$ cat config.mk
export PLATFORM = sky130hd
export DESIGN_NAME = kbc_hostport
export DESIGN_NICKNAME = d
export VERILOG_FILES = /design/src/rtl/kbc_pkg.sv /design/src/rtl/kbc_port_dec.sv /design/src/rtl/kbc_ctl_regs.sv /design/src/rtl/kbc_chan_buf.sv /design/src/rtl/kbc_irq_stat.sv /design/src/rtl/kbc_hostport.sv
export SDC_FILE = /design/constraint.sdc
export NUM_CORES = 1
export LEC_CHECK = 0
export ABC_AREA = 1
export CAP_MARGIN = 30
export CORE_MARGIN = 2
export CORE_UTILIZATION = 30
export DETAILED_ROUTE_END_ITERATION = 16
export DONT_BUFFER_PORTS = 1
export GPL_TIMING_DRIVEN = 0
export SYNTH_ARGS = -nofsm -noshare
export SYNTH_HDL_FRONTEND = slang
export SYNTH_SLANG_ARGS = --single-unit
$ cat constraint.sdc
create_clock -name clk -period 1.3 [get_ports clk]
set_input_delay 0.26 -clock clk [delete_from_list [all_inputs] [get_ports clk]]
set_output_delay 0.26 -clock clk [all_outputs]
set_load 0.01 [all_outputs]
$ cat src/rtl/kbc_pkg.sv
package kbc_pkg;

    localparam int DW   = 8;
    localparam int N_CH = 2;
    localparam int CH_KB  = 0;
    localparam int CH_AUX = 1;

    typedef logic [DW-1:0]   byte_t;
    typedef logic [N_CH-1:0] pend_t;

    // pending mask values
    localparam pend_t PEND_AUX_ONLY = 2'b10;

    // mode bit positions
    localparam int MB_KB_IE  = 0;
    localparam int MB_AUX_IE = 1;
    localparam int MB_KB_DIS = 4;

    // status bit positions
    localparam int SB_OBF  = 0;
    localparam int SB_CMD  = 3;
    localparam int SB_UNLK = 4;
    localparam int SB_AUXF = 5;

    localparam byte_t CMD_RD_MODE = 8'h20;
    localparam byte_t CMD_WR_MODE = 8'h60;
    localparam byte_t MODE_RST    = 8'h03;

    typedef struct packed {
        logic data_rd;
        logic data_wr;
        logic ctl_wr;
        logic stat_sel;
    } port_req_t;

    function automatic logic aux_alone(input pend_t p);
        return p == PEND_AUX_ONLY;
    endfunction

    function automatic byte_t make_status(input pend_t p, input logic cmd);
        byte_t s;
        s           = '0;
        s[SB_OBF]   = |p;
        s[SB_CMD]   = cmd;
        s[SB_UNLK]  = 1'b1;
        s[SB_AUXF]  = aux_alone(p);
        return s;
    endfunction

endpackage

$ cat src/rtl/kbc_port_dec.sv
module kbc_port_dec
    import kbc_pkg::*;
#(
    parameter int                ADDR_W   = 8,
    parameter logic [ADDR_W-1:0] SEL_MASK = 8'h04
) (
    input  logic              cs,
    input  logic              we,
    input  logic [ADDR_W-1:0] addr,
    output port_req_t         req
);
    logic ctl_side;

    always_comb begin
        ctl_side     = |(addr & SEL_MASK);
        req.stat_sel = ctl_side;
        req.data_rd  = cs && !we && !ctl_side;
        req.data_wr  = cs &&  we && !ctl_side;
        req.ctl_wr   = cs &&  we &&  ctl_side;
    end
endmodule

$ cat src/rtl/kbc_ctl_regs.sv
module kbc_ctl_regs
    import kbc_pkg::*;
(
    input  logic      clk,
    input  logic      rst,
    input  port_req_t req,
    input  byte_t     wdata,
    output byte_t     mode_q,
    output logic      cmd_q,
    output logic      rsp_load
);
    logic arm_q;

    assign rsp_load = req.ctl_wr && (wdata == CMD_RD_MODE);

    always_ff @(posedge clk) begin
        if (rst) begin
            mode_q <= MODE_RST;
            arm_q  <= 1'b0;
            cmd_q  <= 1'b1;
        end else begin
            if (req.ctl_wr) begin
                cmd_q <= 1'b1;
                arm_q <= (wdata == CMD_WR_MODE);
            end else if (req.data_wr) begin
                cmd_q <= 1'b0;
                arm_q <= 1'b0;
                if (arm_q) begin
                    mode_q <= wdata;
                end
            end
        end
    end
endmodule

$ cat src/rtl/kbc_chan_buf.sv
module kbc_chan_buf
    import kbc_pkg::*;
(
    input  logic                 clk,
    input  logic                 rst,
    input  logic [N_CH-1:0]      in_valid,
    input  logic [N_CH-1:0][7:0] in_byte,
    input  logic                 data_rd,
    input  logic                 rsp_load,
    input  byte_t                mode_q,
    output pend_t                pend_q,
    output byte_t                data_out
);
    logic [N_CH-1:0][7:0] hold_q;
    logic [N_CH-1:0]      load_en;
    logic [N_CH-1:0][7:0] load_val;
    logic [N_CH-1:0]      clr;
    byte_t                last_q;
    byte_t                shown;
    logic                 pick_aux;

    assign pick_aux = aux_alone(pend_q);
    assign shown    = pick_aux ? hold_q[CH_AUX] : hold_q[CH_KB];
    assign data_out = (pend_q == '0) ? last_q : shown;

    for (genvar c = 0; c < N_CH; c++) begin : g_ch
        if (c == CH_KB) begin : g_kb
            // command response shares the keyboard output path
            assign load_en[c]  = in_valid[c] || rsp_load;
            assign load_val[c] = rsp_load ? mode_q : in_byte[c];
            assign clr[c]      = data_rd && pend_q[c];
        end else begin : g_other
            assign load_en[c]  = in_valid[c];
            assign load_val[c] = in_byte[c];
            assign clr[c]      = data_rd && pick_aux;
        end

        always_ff @(posedge clk) begin
            if (rst) begin
                pend_q[c] <= 1'b0;
                hold_q[c] <= '0;
            end else begin
                pend_q[c] <= (pend_q[c] && !clr[c]) || load_en[c];
                if (load_en[c]) begin
                    hold_q[c] <= load_val[c];
                end
            end
        end
    end

    always_ff @(posedge clk) begin
        if (rst) begin
            last_q <= '0;
        end else if (data_rd && (pend_q != '0)) begin
            last_q <= shown;
        end
    end
endmodule

$ cat src/rtl/kbc_irq_stat.sv
module kbc_irq_stat
    import kbc_pkg::*;
(
    input  pend_t pend_q,
    input  byte_t mode_q,
    input  logic  cmd_q,
    output byte_t status,
    output logic  irq_kb,
    output logic  irq_aux
);
    logic aux_sole;

    assign aux_sole = aux_alone(pend_q);
    assign status   = make_status(pend_q, cmd_q);
    assign irq_kb   = pend_q[CH_KB] && mode_q[MB_KB_IE] && !mode_q[MB_KB_DIS];
    assign irq_aux  = aux_sole && mode_q[MB_AUX_IE];
endmodule

$ cat src/rtl/kbc_hostport.sv
module kbc_hostport
    import kbc_pkg::*;
#(
    parameter int                ADDR_W   = 8,
    parameter logic [ADDR_W-1:0] SEL_MASK = 8'h04
) (
    input  logic              clk,
    input  logic              rst,
    input  logic              cs,
    input  logic              we,
    input  logic [ADDR_W-1:0] addr,
    input  logic [7:0]        wdata,
    output logic [7:0]        rdata,
    input  logic              kb_valid,
    input  logic [7:0]        kb_byte,
    input  logic              aux_valid,
    input  logic [7:0]        aux_byte,
    output logic              irq_kb,
    output logic              irq_aux
);
    port_req_t            req;
    byte_t                mode_q;
    logic                 cmd_q;
    logic                 rsp_load;
    pend_t                pend_q;
    byte_t                data_out;
    byte_t                stat_b;
    logic [N_CH-1:0]      in_valid;
    logic [N_CH-1:0][7:0] in_byte;

    assign in_valid[CH_KB]  = kb_valid;
    assign in_valid[CH_AUX] = aux_valid;
    assign in_byte[CH_KB]   = kb_byte;
    assign in_byte[CH_AUX]  = aux_byte;

    kbc_port_dec #(.ADDR_W(ADDR_W), .SEL_MASK(SEL_MASK)) u_dec (
        .cs(cs), .we(we), .addr(addr), .req(req)
    );

    kbc_ctl_regs u_ctl (
        .clk(clk), .rst(rst), .req(req), .wdata(wdata),
        .mode_q(mode_q), .cmd_q(cmd_q), .rsp_load(rsp_load)
    );

    kbc_chan_buf u_buf (
        .clk(clk), .rst(rst), .in_valid(in_valid), .in_byte(in_byte),
        .data_rd(req.data_rd), .rsp_load(rsp_load), .mode_q(mode_q),
        .pend_q(pend_q), .data_out(data_out)
    );

    kbc_irq_stat u_irq (
        .pend_q(pend_q), .mode_q(mode_q), .cmd_q(cmd_q),
        .status(stat_b), .irq_kb(irq_kb), .irq_aux(irq_aux)
    );

    always_comb begin
        if (!cs)               rdata = '0;
        else if (req.stat_sel) rdata = stat_b;
        else                   rdata = data_out;
    end
endmodule

# Yosys cells after proc, flatten, opt, wreduce, memory -nomap -nowiden
# Index checks and enable logic that the tools add are counted.
[totals]
regBits = 36
inputBits = 38
out_inout_bits = 10
word_cells = 47
[classes]
n_eq_ne = 3
muxes = 7
bitwise_logic = 1
n_reduce_logical = 28
[op_table]
columns = ["operator", "n"]
rows = [
  ["8-bit 2-to-1 mux", 5],
  ["1-bit logical AND", 14],
  ["8-bit by 6-bit equality test with 1-bit output (second input constant)", 1],
  ["8-bit by 7-bit equality test with 1-bit output (second input constant)", 1],
  ["1-bit logical NOT", 5],
  ["2-bit nonzero test", 2],
  ["2-bit OR reduction", 2],
  ["1-bit logical OR", 3],
  ["3-bit AND reduction", 1],
  ["2-bit equality test (second input constant)", 1],
  ["2-bit logical NOT", 1],
  ["1-bit 2-to-1 mux", 2],
  ["1-bit inverter", 1],
]

# Depth between registers and ports, before layout
[depth]
depth_word = 7
mapped_depth = 8
ltp_nobuf = 7

# By module
# From an unflattened synthesis, not the netlist that was laid out.
[unflattened]
hier_cells = 333
area_unflattened_um2 = 2043.2
[by_module_without_submodules]
columns = ["module", "instances", "cells_each", "area_each_um2", "seq_area_each_um2"]
rows = [
  ["kbc_chan_buf", 1, 206, 1253.7, 520.5],
  ["kbc_ctl_regs", 1, 59, 464.2, 200.2],
  ["kbc_hostport", 1, 43, 196.4, 0.0],
  ["kbc_irq_stat", 1, 18, 98.8, 0.0],
  ["kbc_port_dec", 1, 7, 30.0, 0.0],
]

# Least setup slack after synthesis
# OpenSTA, ideal clock, no wires.
[synth_timing]
path_kind = "flip-flop to output port"
startpoint = "register u_buf.pend_q[1]"
endpoint = "output port rdata[3]"
arrival_time_ns = 1.198
required_ns = 1.040
slack_ns = -0.158
stages_incl_launch_ff = 5
n_path_buf = 1
cell_sequence = "dfxtp_1 > nor2_1 > clkbuf_1 > nor2_1 > o21ai_0"
[synth_via]
elab_chain_len = 5
word_cells_on_any_way = 6
cone_classes = "eq/ne (1); mux (4); reduce/logical (1)"
[synth_lines]
columns = ["item", "line", "rtl"]
rows = [
  ["start, declared", "kbc_chan_buf.sv:11", "output pend_t pend_q,"],
  ["start signal, assigned by index", "kbc_chan_buf.sv:43", "pend_q[c] <= (pend_q[c] && !clr[c]) || load_en[c];"],
  ["2-bit equality test", "kbc_pkg.sv:37", "return p == PEND_AUX_ONLY;"],
  ["8-bit 2-to-1 mux", "kbc_chan_buf.sv:23", "assign shown = pick_aux ? hold_q[CH_AUX] : hold_q[CH_KB];"],
  ["8-bit 2-to-1 mux *", "kbc_chan_buf.sv:24", "assign data_out = (pend_q == '0) ? last_q : shown;"],
  ["8-bit 2-to-1 mux *", "kbc_hostport.sv:58", "else if (req.stat_sel) rdata = stat_b;"],
  ["8-bit 2-to-1 mux *", "kbc_hostport.sv:57", "if (!cs) rdata = '0;"],
  ["end, declared", "kbc_hostport.sv:13", "output logic [7:0] rdata,"],
]
# Every way passes the cells marked *; elsewhere a longest branch is shown, timed or not.

# Final worst setup path
[layout_timing]
startpoint = "register u_buf.pend_q[0]"
endpoint = "output port rdata[4]"
# Same word-level chain as after synthesis.

==> impl_metrics.json <==
{
  "final_cell_mix": "nand2_1, dfxtp_1, inv_1",
  "antenna_left": 0,
  "ys_seq_elements": 36,
  "layout_commonest_cell": "nand2_1",
  "final_core_util": 0.407,
  "crit_start": "u_buf.pend_q[0]",
  "yosys.area.top_type": "dfxtp_1",
  "criticalPathCategory": "register to output port",
  "synth_area_leaders": "dfxtp_1, nand2_1, o21ai_0, a21oi_1, inv_1",
  "cts.sinks": 36,
  "synth_area_mm2": 0.00174,
  "htreeDepth": 2,
  "tightest_slew_ns": 0.514,
  "start_kind": "register",
  "avgSynthCellArea_um2": 6.85,
  "stdcell_count": 346,
  "clk_path_buf_depth": 2,
  "setup_violations": 9,
  "drv_cap": 0,
  "period_share": 1.26,
  "grt_setup_unrepaired": "yes",
  "syn-num-nets": 292,
  "grt_pass1_vias": 1624,
  "vias": 1688,
  "relSlewSlack": 0.658,
  "hold_path_startpoint": "rst",
  "cts_tree": "done",
  "first_pass_iters": 4,
  "wirelength_um": 4790,
  "cp-end-kind": "output port",
  "violations": "setup timing",
  "nNetsFinal": 311,
  "hpwl_um": 3330,
  "skew_ns": 0.00838,
  "layout-drive-gt1-share": 0.266,
  "place_ws_ns": -0.262,
  "cp.required_ns": 1.04,
  "yosysWarnings": 0,
  "syn_inst": 254,
  "ys_types": 25,
  "worst_ep_arrival_time_ns": 1.38,
  "worstReg2RegStart": "u_buf.pend_q[0]",
  "cts.reportedPaths.clkPinSlew_ns": 0.08,
  "p_per_area_mw_per_mm2": 1130,
  "place_inst": 326,
  "antenna_found_initial": 0,
  "grt_start_max_net_pins": 12,
  "clkLatencyLatePin_ns": 0.29,
  "yosysSeqAreaShare": 0.414,
  "drc": 0,
  "die_w_um": 80.2,
  "grt_usage": 0.156,
  "synth_top_area_frac": 0.414,
  "port_buffers": 0,
  "area_growth_pct": 29.5,
  "fmax_ghz": 0.609,
  "power.leakage_nw": 0.956,
  "dr_wl_met2_um": 2370,
  "layout_setup_ws_ns": -0.342,
  "avgViaCountPerCell": 4.88,
  "overflow": 0,
  "dieArea_mm2": 0.00643,
  "worstPathMaxFanout": 6,
  "start_util": 0.314,
  "drv_slew": 0,
  "n_fill_cell": 601,
  "row_count": 27,
  "tns_ns": -2.75,
  "cts_root_buf": "clkbuf_8",
  "min_path_type": "primary input to register",
  "dr_wl_met3_um": 253,
  "antenna_cells": 0,
  "fin_crit_ns": 1.64,
  "numCtsBuffers": 5,
  "regArea_um2": 728,
  "drt_iter0_drc": 86,
  "gp_congestion": 0.824,
  "wl_per_cell_um": 13.8,
  "dieHeight_um": 80.2,
  "multi_input_area_mm2": 0.00102,
  "finalHoldViolations": 0,
  "status": "finished, violations left",
  "max-vdd-ir-drop_v": 0.000407,
  "coreArea_mm2": 0.00554,
  "drt-met1-wl_um": 2100,
  "grt_pass1_wl_um": 7620,
  "top_layer_used": "met4",
  "cts_hold_buf": 0,
  "pin_count": 48
}
==> synth_stat cells, drive strengths merged <==
library cell,count
o21ai,30
clkbuf,5
nor2,29
nand4,1
clkinv,2
inv,30
a21oi,27
buf,4
o211ai,3
o22ai,1
a211oi,2
nor3,1
o21a,1
dfxtp,36
nand3,22
nand2,59
o31ai,1
==> worst max-delay path, stage by stage, from the launching register on <==
cell and delay (ns):
dfxtp_4 0.36, inv_4 0.06, nand2_4 0.05, buf_6 0.13
buf_8 0.13, nand2_4 0.06, o21ai_4 0.07, o31ai_4 0.22
==> final timing paths <==
check | to | slack (ns) | depth (start not counted)
max | rdata[4] | -0.34 | 7
min | u_buf.hold_q[3] | 0.02 | 1
max reg2reg | u_buf.last_q[4] | 0.06 | 8
min reg2reg | u_ctl.mode_q[5] | 0.46 | 2
==> sequential cells by signal (all words and copies together), names as in the netlist <==
register,flops
u_buf.hold_q,16
u_buf.last_q,8
u_buf.pend_q,2
u_ctl.arm_q,1
u_ctl.cmd_q,1
u_ctl.mode_q,8
==> stage by stage <==
step                total power, W  instance area (µm²)  hold WS [ns]
floorplan                  0.00140                 1750         0.329
global placement           0.00145                 1840         0.332
detailed placement         0.00146                 1840         0.334
CTS                        0.00251                 2150        0.0182
global route               0.00265                 2250        0.0173
finish                     0.00255                 2250        0.0229
==> layer usage <==
metal | track usage | vias up
met1 | 0.193 | 785
met2 | 0.258 | 36
met3 | 0.0483 | 6
met5 | 0 | -
met4 | 0.0458 | 0
li1 | - | 861
==> final cells by class <==
class	count	share of cell area
Timing Repair Buffer	12	0.0483
Buffer	9	0.0350
Inverter	32	0.0544
Clock inverter	2	0.0155
Clock buffer	6	0.0322
Sequential cell	36	0.323
Multi-Input combinational cell	177	0.452
Tap cell	72	0.0400
==> cell families after synthesis <==
| group | Yosys count | share of synthesized area |
|---|---|---|
| DFF | 36 | 0.414 |
| and+or+nand+nor | 112 | 0.285 |
| buffers and inverters | 41 | 0.101 |
| AOI/OAI and AO/OA | 65 | 0.200 |
==> timing repair <==
item / in CTS / in global routing
pin swaps: 6 / 11
buffers inserted: 7 / 3
endpoints found under the setup margin: 12 / 15
gates resized for setup: 45 / 29
cloned: 2 / 0
hold endpoints to repair: 0 / 0
==> where the power goes <==
group	switching [W]	internal, W
Combinational	0.000241	0.000164
Clock	0.000396	0.000569
Sequential	0.0000287	0.00115
Total	0.000666	0.00188
Power figures use the tool's default switching activity.
